$ cat config.mk
export PLATFORM = sky130hd
export DESIGN_NAME = lvf_ctrl
export DESIGN_NICKNAME = d
export VERILOG_FILES = /design/src/rtl/lvf_pkg.sv /design/src/rtl/lvf_sync.sv /design/src/rtl/lvf_flag_bank.sv /design/src/rtl/lvf_req_gen.sv /design/src/rtl/lvf_ctrl.sv
export SDC_FILE = /design/constraint.sdc
export NUM_CORES = 1
export LEC_CHECK = 0
export BUFFER_PORTS_ARGS = -buffer_cell sky130_fd_sc_hd__buf_2
export CELL_PAD_IN_SITES_DETAIL_PLACEMENT = 1
export CELL_PAD_IN_SITES_GLOBAL_PLACEMENT = 1
export CORE_MARGIN = 2
export CORE_UTILIZATION = 23
export DETAILED_ROUTE_END_ITERATION = 6
export GPL_TIMING_DRIVEN = 0
export PLACE_DENSITY = 0.82
export SLEW_MARGIN = 20
export SYNTH_ARGS = -nofsm -noshare
export SYNTH_HDL_FRONTEND = slang
export SYNTH_HIERARCHICAL = 1
export SYNTH_SLANG_ARGS = --single-unit
$ cat constraint.sdc
create_clock -name clk -period 1 [get_ports clk]
set_input_delay 0.2 -clock clk [delete_from_list [all_inputs] [get_ports clk]]
set_output_delay 0.2 -clock clk [all_outputs]
set_load 0.01 [all_outputs]
$ cat src/rtl/lvf_pkg.sv
package lvf_pkg;

    localparam int SUP_N       = 3;
    localparam int DATA_W      = 32;
    localparam int ADDR_W      = 4;
    localparam int FLAG_LSB    = 27;
    localparam int IEN_LSB     = 0;
    localparam int REN_LSB     = 8;
    localparam int SYNC_STAGES = 2;

    localparam logic [ADDR_W-1:0] OFS_STATUS = 4'h0;
    localparam logic [ADDR_W-1:0] OFS_ENABLE = 4'h4;
    localparam logic [ADDR_W-1:0] OFS_CLEAR  = 4'h8;

    typedef logic [SUP_N-1:0] sup_vec_t;

    typedef struct packed {
        sup_vec_t irq_en;
        sup_vec_t rst_en;
    } enables_t;

    typedef enum logic [1:0] {
        SEL_STATUS,
        SEL_ENABLE,
        SEL_CLEAR,
        SEL_NONE
    } reg_sel_e;

    function automatic reg_sel_e decode_addr(input logic [ADDR_W-1:0] a);
        case (a)
            OFS_STATUS: return SEL_STATUS;
            OFS_ENABLE: return SEL_ENABLE;
            OFS_CLEAR:  return SEL_CLEAR;
            default:    return SEL_NONE;
        endcase
    endfunction

endpackage

$ cat src/rtl/lvf_sync.sv
module lvf_sync #(
    parameter int WIDTH  = 3,
    parameter int STAGES = 2
) (
    input  logic             clk,
    input  logic             rst,
    input  logic [WIDTH-1:0] async_in,
    output logic [WIDTH-1:0] sync_out
);
    logic [WIDTH-1:0] stage_q [STAGES];

    generate
        for (genvar s = 0; s < STAGES; s++) begin : g_stage
            if (s == 0) begin : g_first
                always_ff @(posedge clk) begin
                    if (rst) stage_q[0] <= '0;
                    else     stage_q[0] <= async_in;
                end
            end else begin : g_next
                always_ff @(posedge clk) begin
                    if (rst) stage_q[s] <= '0;
                    else     stage_q[s] <= stage_q[s-1];
                end
            end
        end
    endgenerate

    assign sync_out = stage_q[STAGES-1];
endmodule

$ cat src/rtl/lvf_flag_bank.sv
module lvf_flag_bank #(
    parameter int N = 3
) (
    input  logic         clk,
    input  logic         rst,
    input  logic [N-1:0] set_lvl,
    input  logic [N-1:0] clr_hit,
    output logic [N-1:0] flags
);
    generate
        for (genvar i = 0; i < N; i++) begin : g_flag
            logic flag_q;

            always_ff @(posedge clk) begin
                if (rst)             flag_q <= 1'b0;
                else if (set_lvl[i]) flag_q <= 1'b1;
                else if (clr_hit[i]) flag_q <= 1'b0;
            end

            assign flags[i] = flag_q;

            // a flag only falls through a clear
            a_r3_sticky: assert property (@(posedge clk) disable iff (rst)
                (flag_q && !clr_hit[i]) |=> flag_q);

            // a simultaneous set overrides a clear
            a_r5_set_wins: assert property (@(posedge clk) disable iff (rst)
                set_lvl[i] |=> flag_q);

            // a clear with no pending set empties the flag
            a_r5_clear_takes: assert property (@(posedge clk) disable iff (rst)
                (clr_hit[i] && !set_lvl[i]) |=> !flag_q);

            // reset empties the flag
            a_r1_reset_clears: assert property (@(posedge clk)
                rst |=> !flag_q);
        end
    endgenerate
endmodule

$ cat src/rtl/lvf_req_gen.sv
module lvf_req_gen
    import lvf_pkg::*;
#(
    parameter int N = SUP_N
) (
    input  logic         clk,
    input  logic         rst,
    input  logic [N-1:0] flags,
    input  logic [N-1:0] irq_en,
    input  logic [N-1:0] rst_en,
    output logic         irq,
    output logic         rst_req
);
    logic rst_cond;
    logic cond_q;
    logic req_q;

    assign irq      = |(flags & irq_en);
    assign rst_cond = |(flags & rst_en);

    always_ff @(posedge clk) begin
        if (rst) begin
            cond_q <= 1'b0;
            req_q  <= 1'b0;
        end else begin
            cond_q <= rst_cond;
            req_q  <= rst_cond & ~cond_q;
        end
    end

    assign rst_req = req_q;

    // the request never lasts two cycles
    a_r8_single_cycle: assert property (@(posedge clk) disable iff (rst)
        rst_req |=> !rst_req);

    // no interrupt without a set flag
    a_r7_irq_needs_flag: assert property (@(posedge clk) disable iff (rst)
        irq |-> (flags != '0));
endmodule

$ cat src/rtl/lvf_ctrl.sv
module lvf_ctrl
    import lvf_pkg::*;
#(
    parameter int N       = SUP_N,
    parameter int STAGES  = SYNC_STAGES,
    parameter int DW      = DATA_W,
    parameter int AW      = ADDR_W
) (
    input  logic          clk,
    input  logic          rst,
    input  logic [N-1:0]  det_lv,
    input  logic [AW-1:0] addr,
    input  logic [DW-1:0] wdata,
    input  logic          wr_en,
    output logic [DW-1:0] rdata,
    output logic          lv_irq,
    output logic          sys_rst_req
);
    localparam int RSVD_LSB = FLAG_LSB + N;

    logic [N-1:0] det_s;
    logic [N-1:0] flags;
    logic [N-1:0] clr_hit;
    enables_t     en_q;
    reg_sel_e     sel;

    assign sel     = decode_addr(addr);
    assign clr_hit = (wr_en && sel == SEL_CLEAR) ? wdata[N-1:0] : '0;

    always_ff @(posedge clk) begin
        if (rst) begin
            en_q <= '0;
        end else if (wr_en && sel == SEL_ENABLE) begin
            en_q.irq_en <= wdata[IEN_LSB +: N];
            en_q.rst_en <= wdata[REN_LSB +: N];
        end
    end

    lvf_sync #(.WIDTH(N), .STAGES(STAGES)) u_sync (
        .clk      (clk),
        .rst      (rst),
        .async_in (det_lv),
        .sync_out (det_s)
    );

    lvf_flag_bank #(.N(N)) u_flags (
        .clk     (clk),
        .rst     (rst),
        .set_lvl (det_s),
        .clr_hit (clr_hit),
        .flags   (flags)
    );

    lvf_req_gen #(.N(N)) u_req (
        .clk     (clk),
        .rst     (rst),
        .flags   (flags),
        .irq_en  (en_q.irq_en),
        .rst_en  (en_q.rst_en),
        .irq     (lv_irq),
        .rst_req (sys_rst_req)
    );

    always_comb begin
        rdata = '0;
        case (sel)
            SEL_STATUS: rdata[FLAG_LSB +: N] = flags;
            SEL_ENABLE: begin
                rdata[IEN_LSB +: N] = en_q.irq_en;
                rdata[REN_LSB +: N] = en_q.rst_en;
            end
            default: rdata = '0;
        endcase
    end

    // the top bits above the flags stay zero
    a_r2_reserved_zero: assert property (@(posedge clk) disable iff (rst)
        rdata[DW-1:RSVD_LSB] == '0);

    // a status write cannot remove any flag
    a_r6_status_write_ignored: assert property (@(posedge clk) disable iff (rst)
        (wr_en && sel == SEL_STATUS) |=> ((flags & $past(flags)) == $past(flags)));

    // a requested reset looped back leaves no interrupt behind
    a_r9_reset_drops_irq: assert property (@(posedge clk)
        rst |=> !lv_irq);
endmodule

; Word level (Yosys, flattened, before mapping)
; Memories as Yosys holds them, arrays and structs flattened.
; Cells that the tools add are included.
[totals]
ff_bits = 11
latch_bits = 0
ramBits = 6
rom_bits = 0
elab_cells = 43
memories = 1
[mem_list]
columns = name, depth, width, read_ports, rd_ports_with_merged_regs, wr, line_no
row1 = u_sync.stage_q, 2, 3, 2, 0, 2, lvf_sync.sv:10  ; logic [WIDTH-1:0] stage_q [STAGES];
[op_classes]
add_sub_neg = 0
mul = 0
div_mod_pow = 0
magnitude_cmp = 0
eq_ne = 4
shift = 0
muxes = 16
bitwise_logic = 6
n_reduce_logical = 9
[op_table]
columns = cell, n
row1 = $mux W3, 6
row2 = $mux W1, 9
row3 = $and A3 B3 Y3, 2
row4 = $pmux W2 S3, 1
row5 = $reduce_bool A2 Y1, 3
row6 = $reduce_or A3 Y1, 2
row7 = $eq A4 B3 Y1 const B, 1
row8 = $eq A4 B4 Y1 const B, 1
row9 = $logic_not A4 Y1, 1
row10 = $eq A2 B1 Y1 const B, 1
row11 = $eq A2 B2 Y1 const B, 1
row12 = $logic_and A1 B1 Y1, 2
row13 = $logic_not A2 Y1, 1
row14 = $or A1 B1 Y1, 2
row15 = $and A1 B1 Y1, 1
row16 = $not A1 Y1, 1

; Longest topological paths before layout
[depth]
ltp_word = 7
ltp_mapped = 5

; Cells and area by module
; The synthesis kept the hierarchy.
[modules_own_cells]
columns = mod, instances, cells_each, area_per_inst_um2
row1 = lvf_ctrl, 1, 67, 558.0
row2 = lvf_sync, 1, 12, 157.7
row3 = lvf_flag_bank, 1, 15, 127.6
row4 = lvf_req_gen, 1, 7, 72.6

; Worst setup path before layout
; Ideal clock, no wire load.
[synth_path]
path_type = input port to output port
startpoint = input addr[1]
endpoint = output rdata[0]
arrival_ns = 0.840
setup_slack_ns = -0.040
stages = 3
path_buffers = 1
path_cell_list = nor4b_4 -> buf_6 -> and2_1
[synth_via]
elab_chain_len = 4
word_cells_on_any_way = 6
classes_between = 3 x eq/ne / 2 x mux / 1 x reduce/logical
[synth_rtl]
columns = element, line_no
row1 = start: declaration, lvf_ctrl.sv:12  ; input logic [AW-1:0] addr,
row2 = "$eq A4 B4 Y1, or another cell as far along", lvf_pkg.sv:30  ; case (a)
row3 = $pmux W2 S3 (*), lvf_pkg.sv:30
row4 = $eq A2 B1 Y1 (*), lvf_ctrl.sv:66  ; case (sel)
row5 = $mux W3 (*), lvf_ctrl.sv:66
row6 = end: declaration, lvf_ctrl.sv:15  ; output logic [DW-1:0] rdata,
; Every way passes the cells marked *; elsewhere a longest branch is shown, timed or not.

; Worst setup path after layout
[layout_path]
startpoint = register, netlist name en_q[3]
endpoint = output lv_irq
[layout_via]
elab_chain_len = 2
[layout_rtl]
columns = element, line_no
row1 = $and A3 B3 Y3, lvf_req_gen.sv:18  ; assign irq = |(flags & irq_en);
row2 = $reduce_or A3 Y1, lvf_req_gen.sv:18
row3 = end: declaration, lvf_ctrl.sv:16  ; output logic lv_irq,
; Every way passes these cells.

==> impl_metrics.yaml <==
placement:
  dp.final_hpwl_um: 1650
  io_buffers: 26
  gp_congestion: 0.813
  dpl_cell_area_sq_mm: 0.00121
setup_path:
  crit_path_start: "en_q[3]$_SDFFE_PP0P_"
  worstReg2RegEnd: "u_req/rst_req$_SDFF_PP0_"
  cp_max_fo: 2
  worstReg2RegStart: "u_flags/g_flag[0].flag_q$_SDFFE_PP0P_"
  cp.required_ns: 0.80
  worst_setup_path_end_kind: "output port"
  worstPathArrival_ns: 1.11
  rr_worst_depth: 4
  rrSetupSlack_ns: -0.08
  critPathLaunchType: "flop"
  endpoint: "lv_irq"
  crit_type: "reg2out"
cts:
  tritoncts.num_buffers: 3
  ctsHoldBuffers: 0
  cts_tree: "done"
  cts_num_sinks: 17
  cts-root-buf: "clkbuf_8"
  clockBufferDepth: 2
  cts-htree-levels: 1
  worstSkewPairLatency_ns: 0.25
  path_clk_slew_ns: 0.07
yosys:
  synthCells: 101
  synthTopCellsByArea: "dfxtp_1 (37%), buf_4 (21%), and2_1 (8.2%), nand2b_1 (6.1%), nand4b_1 (5.7%)"
  yosysWarnings: 6
  synth-seq-cells: 17
  synthesis.area_sq_um: 916
  synth_edf_count: 0
  yosysTopAreaCellShare_pct: 37.2
  synth_area_leader_cell: "dfxtp_1"
  ys_seq_area_share_pct: 37.2
  yosysMostFrequentCell: "buf_4"
  async_flop_share_pct: 0
  postSynthAreaPerCell_sq_um: 9.07
  synth_cell_types: 20
  synth_common_cells: "buf_4 (26), dfxtp_1 (17), and2_1 (12)"
  synth_flop_cell: "dfxtp_1"
die:
  die-area_sq_mm: 0.00450
  die-width_um: 67.1
  io_pins: 76
  start_util_pct: 24.5
  rows: 22
  die_y_um: 67.1
  core_sq_mm: 0.00374
sta:
  setup_tns_ns: -1.94
  rsz0062_at_grt: "yes"
  finalSetupViolations: 12
  finalCritPeriodShare_pct: 131
  finalCriticalPeriod_ns: 1.31
  hold_violations: 0
  drv_slew: 0
  clock.fmax_mhz: 764
  fin_skew_ns: 0.00314
  setup_slack_ns: -0.308
grt:
  grt.overflow.total: 0
  grt_max_degree: 15
  grt_pass1_vias: 715
  grt_pass1_wl_um: 3330
  grt_usage_pct: 9.96
  antenna_found_initial: 0
final_layout:
  area_delta_synth_final_pct: 49.9
  final_area_sq_mm: 0.00137
  finalNetCount: 200
  drive_gt1_share_pct: 48.4
  diodes: 0
detailed_routing:
  wire_per_inst_um: 10.9
  avgViaCountPerCell: 3.82
  drtIter0Drc: 30
  ant_nets: 0
  dr.pass1.iters: 4
  wl_um: 2230
  vias: 784
  post-route-drc-count: 0
run_status:
  status: "finished, violations left"
  violations: "setup timing"
power_and_ir_drop:
  p_leak_nw: 0.675
  power_density_mw_per_mm2: 1070
  worst_ir_drop_vdd_uv: 537
hold_path:
  hold_depth: 2
  hp-class: "in2reg"
job:
  maxCapViolCount: 0
-- layout by cell type, fill, tap and decap left out, types with 2 or more instances in the layout --
master	instances
o21ai_1	4
and2_1	6
buf_8	2
dfxtp_1	13
inv_1	4
buf_6	9
a222oi_1	2
buf_4	28
nor2b_1	6
nand2b_1	9
clkbuf_8	3
a21oi_1	3
buf_2	18
dfxtp_2	4
and2_4	6
conb_1	23
o21ai_0	2
nand4b_1	6
-- power by group --
part	total (mW)	internal (mW)	switching (mW)
sequential	0.712	0.700	0.0123
combinational	0.245	0.131	0.113
clock	0.518	0.277	0.241
total	1.47	1.11	0.367
-- per-stage QoR --
stage | power, mW | cells | hold slack (ns) | worst slack [ns] | utilization [%]
2_1_floorplan | 0.880 | 123 | 0.262 | -0.0266 | -
3_3_place_gp | 0.942 | 197 | 0.389 | -0.327 | 32.4
3_5_place_dp | 0.947 | 197 | 0.390 | -0.337 | 32.4
4_1_cts | 1.48 | 205 | 0.149 | -0.302 | 36.2
5_1_grt | 1.54 | 205 | 0.177 | -0.428 | 36.7
6_report | 1.47 | 205 | 0.156 | -0.308 | 36.7
-- layer usage --
layer	track usage [%]	share of wire, %
met5	0	0
met4	1.53	0.81
met3	3.72	9.8
met2	17.8	49
met1	11.4	40
-- critical path: stages, from the launching register on --
cell and delay (ns):
dfxtp_2 0.32, a222oi_1 0.33, inv_1 0.06, buf_2 0.14
-- sequential cells by signal, indices dropped and copies added (netlist names) --
register               count
u_req/rst_req              1
u_flags/g_flag.flag_q      3
u_req/cond_q               1
en_q                       6
u_sync/stage_q             6
-- area by class of cell --
cell class | instances | area [sq um]
buffer | 25 | 188
clock buffer | 3 | 41.3
clock inverter | 1 | 5.00
fill | 464 | 2370
inverter | 4 | 15.0
multi-input combinational | 74 | 470
sequential | 17 | 345
tap | 48 | 60.1
timing repair buffer | 33 | 248
-- worst min-delay path by stage --
stage	to	slack, ns	startpoint
6_report	u_sync/stage_q[0][2]$_SDFF_PP0_	0.16	det_lv[2]
5_1_grt	u_sync/stage_q[0][2]$_SDFF_PP0_	0.18	det_lv[2]
4_1_cts	u_sync/stage_q[0][1]$_SDFF_PP0_	0.15	det_lv[1]
3_5_place_dp	u_req/rst_req$_SDFF_PP0_	0.39	u_req/cond_q$_SDFF_PP0_
3_3_place_gp	u_req/rst_req$_SDFF_PP0_	0.39	u_req/cond_q$_SDFF_PP0_
2_1_floorplan	u_flags/g_flag[0].flag_q$_SDFFE_PP0P_	0.26	rst
-- logic make-up (layout without fill, tap and decap cells) --
kind of cell | Yosys count | in the layout | synth area share, %
compound gates | 11 | 11 | 7.10
simple gates | 40 | 40 | 30.7
other cells | 1 | 23 | 0.409
flops | 17 | 17 | 37.2
buf+inv | 32 | 66 | 24.6
-- repair_timing --
action / 4_1_cts / 5_1_grt
resized for setup: 15 / 5
setup buffers: 7 / 0
setup endpoints to repair: 12 / 12
pin swaps: 3 / 4
(Power assumes the default switching activity.)
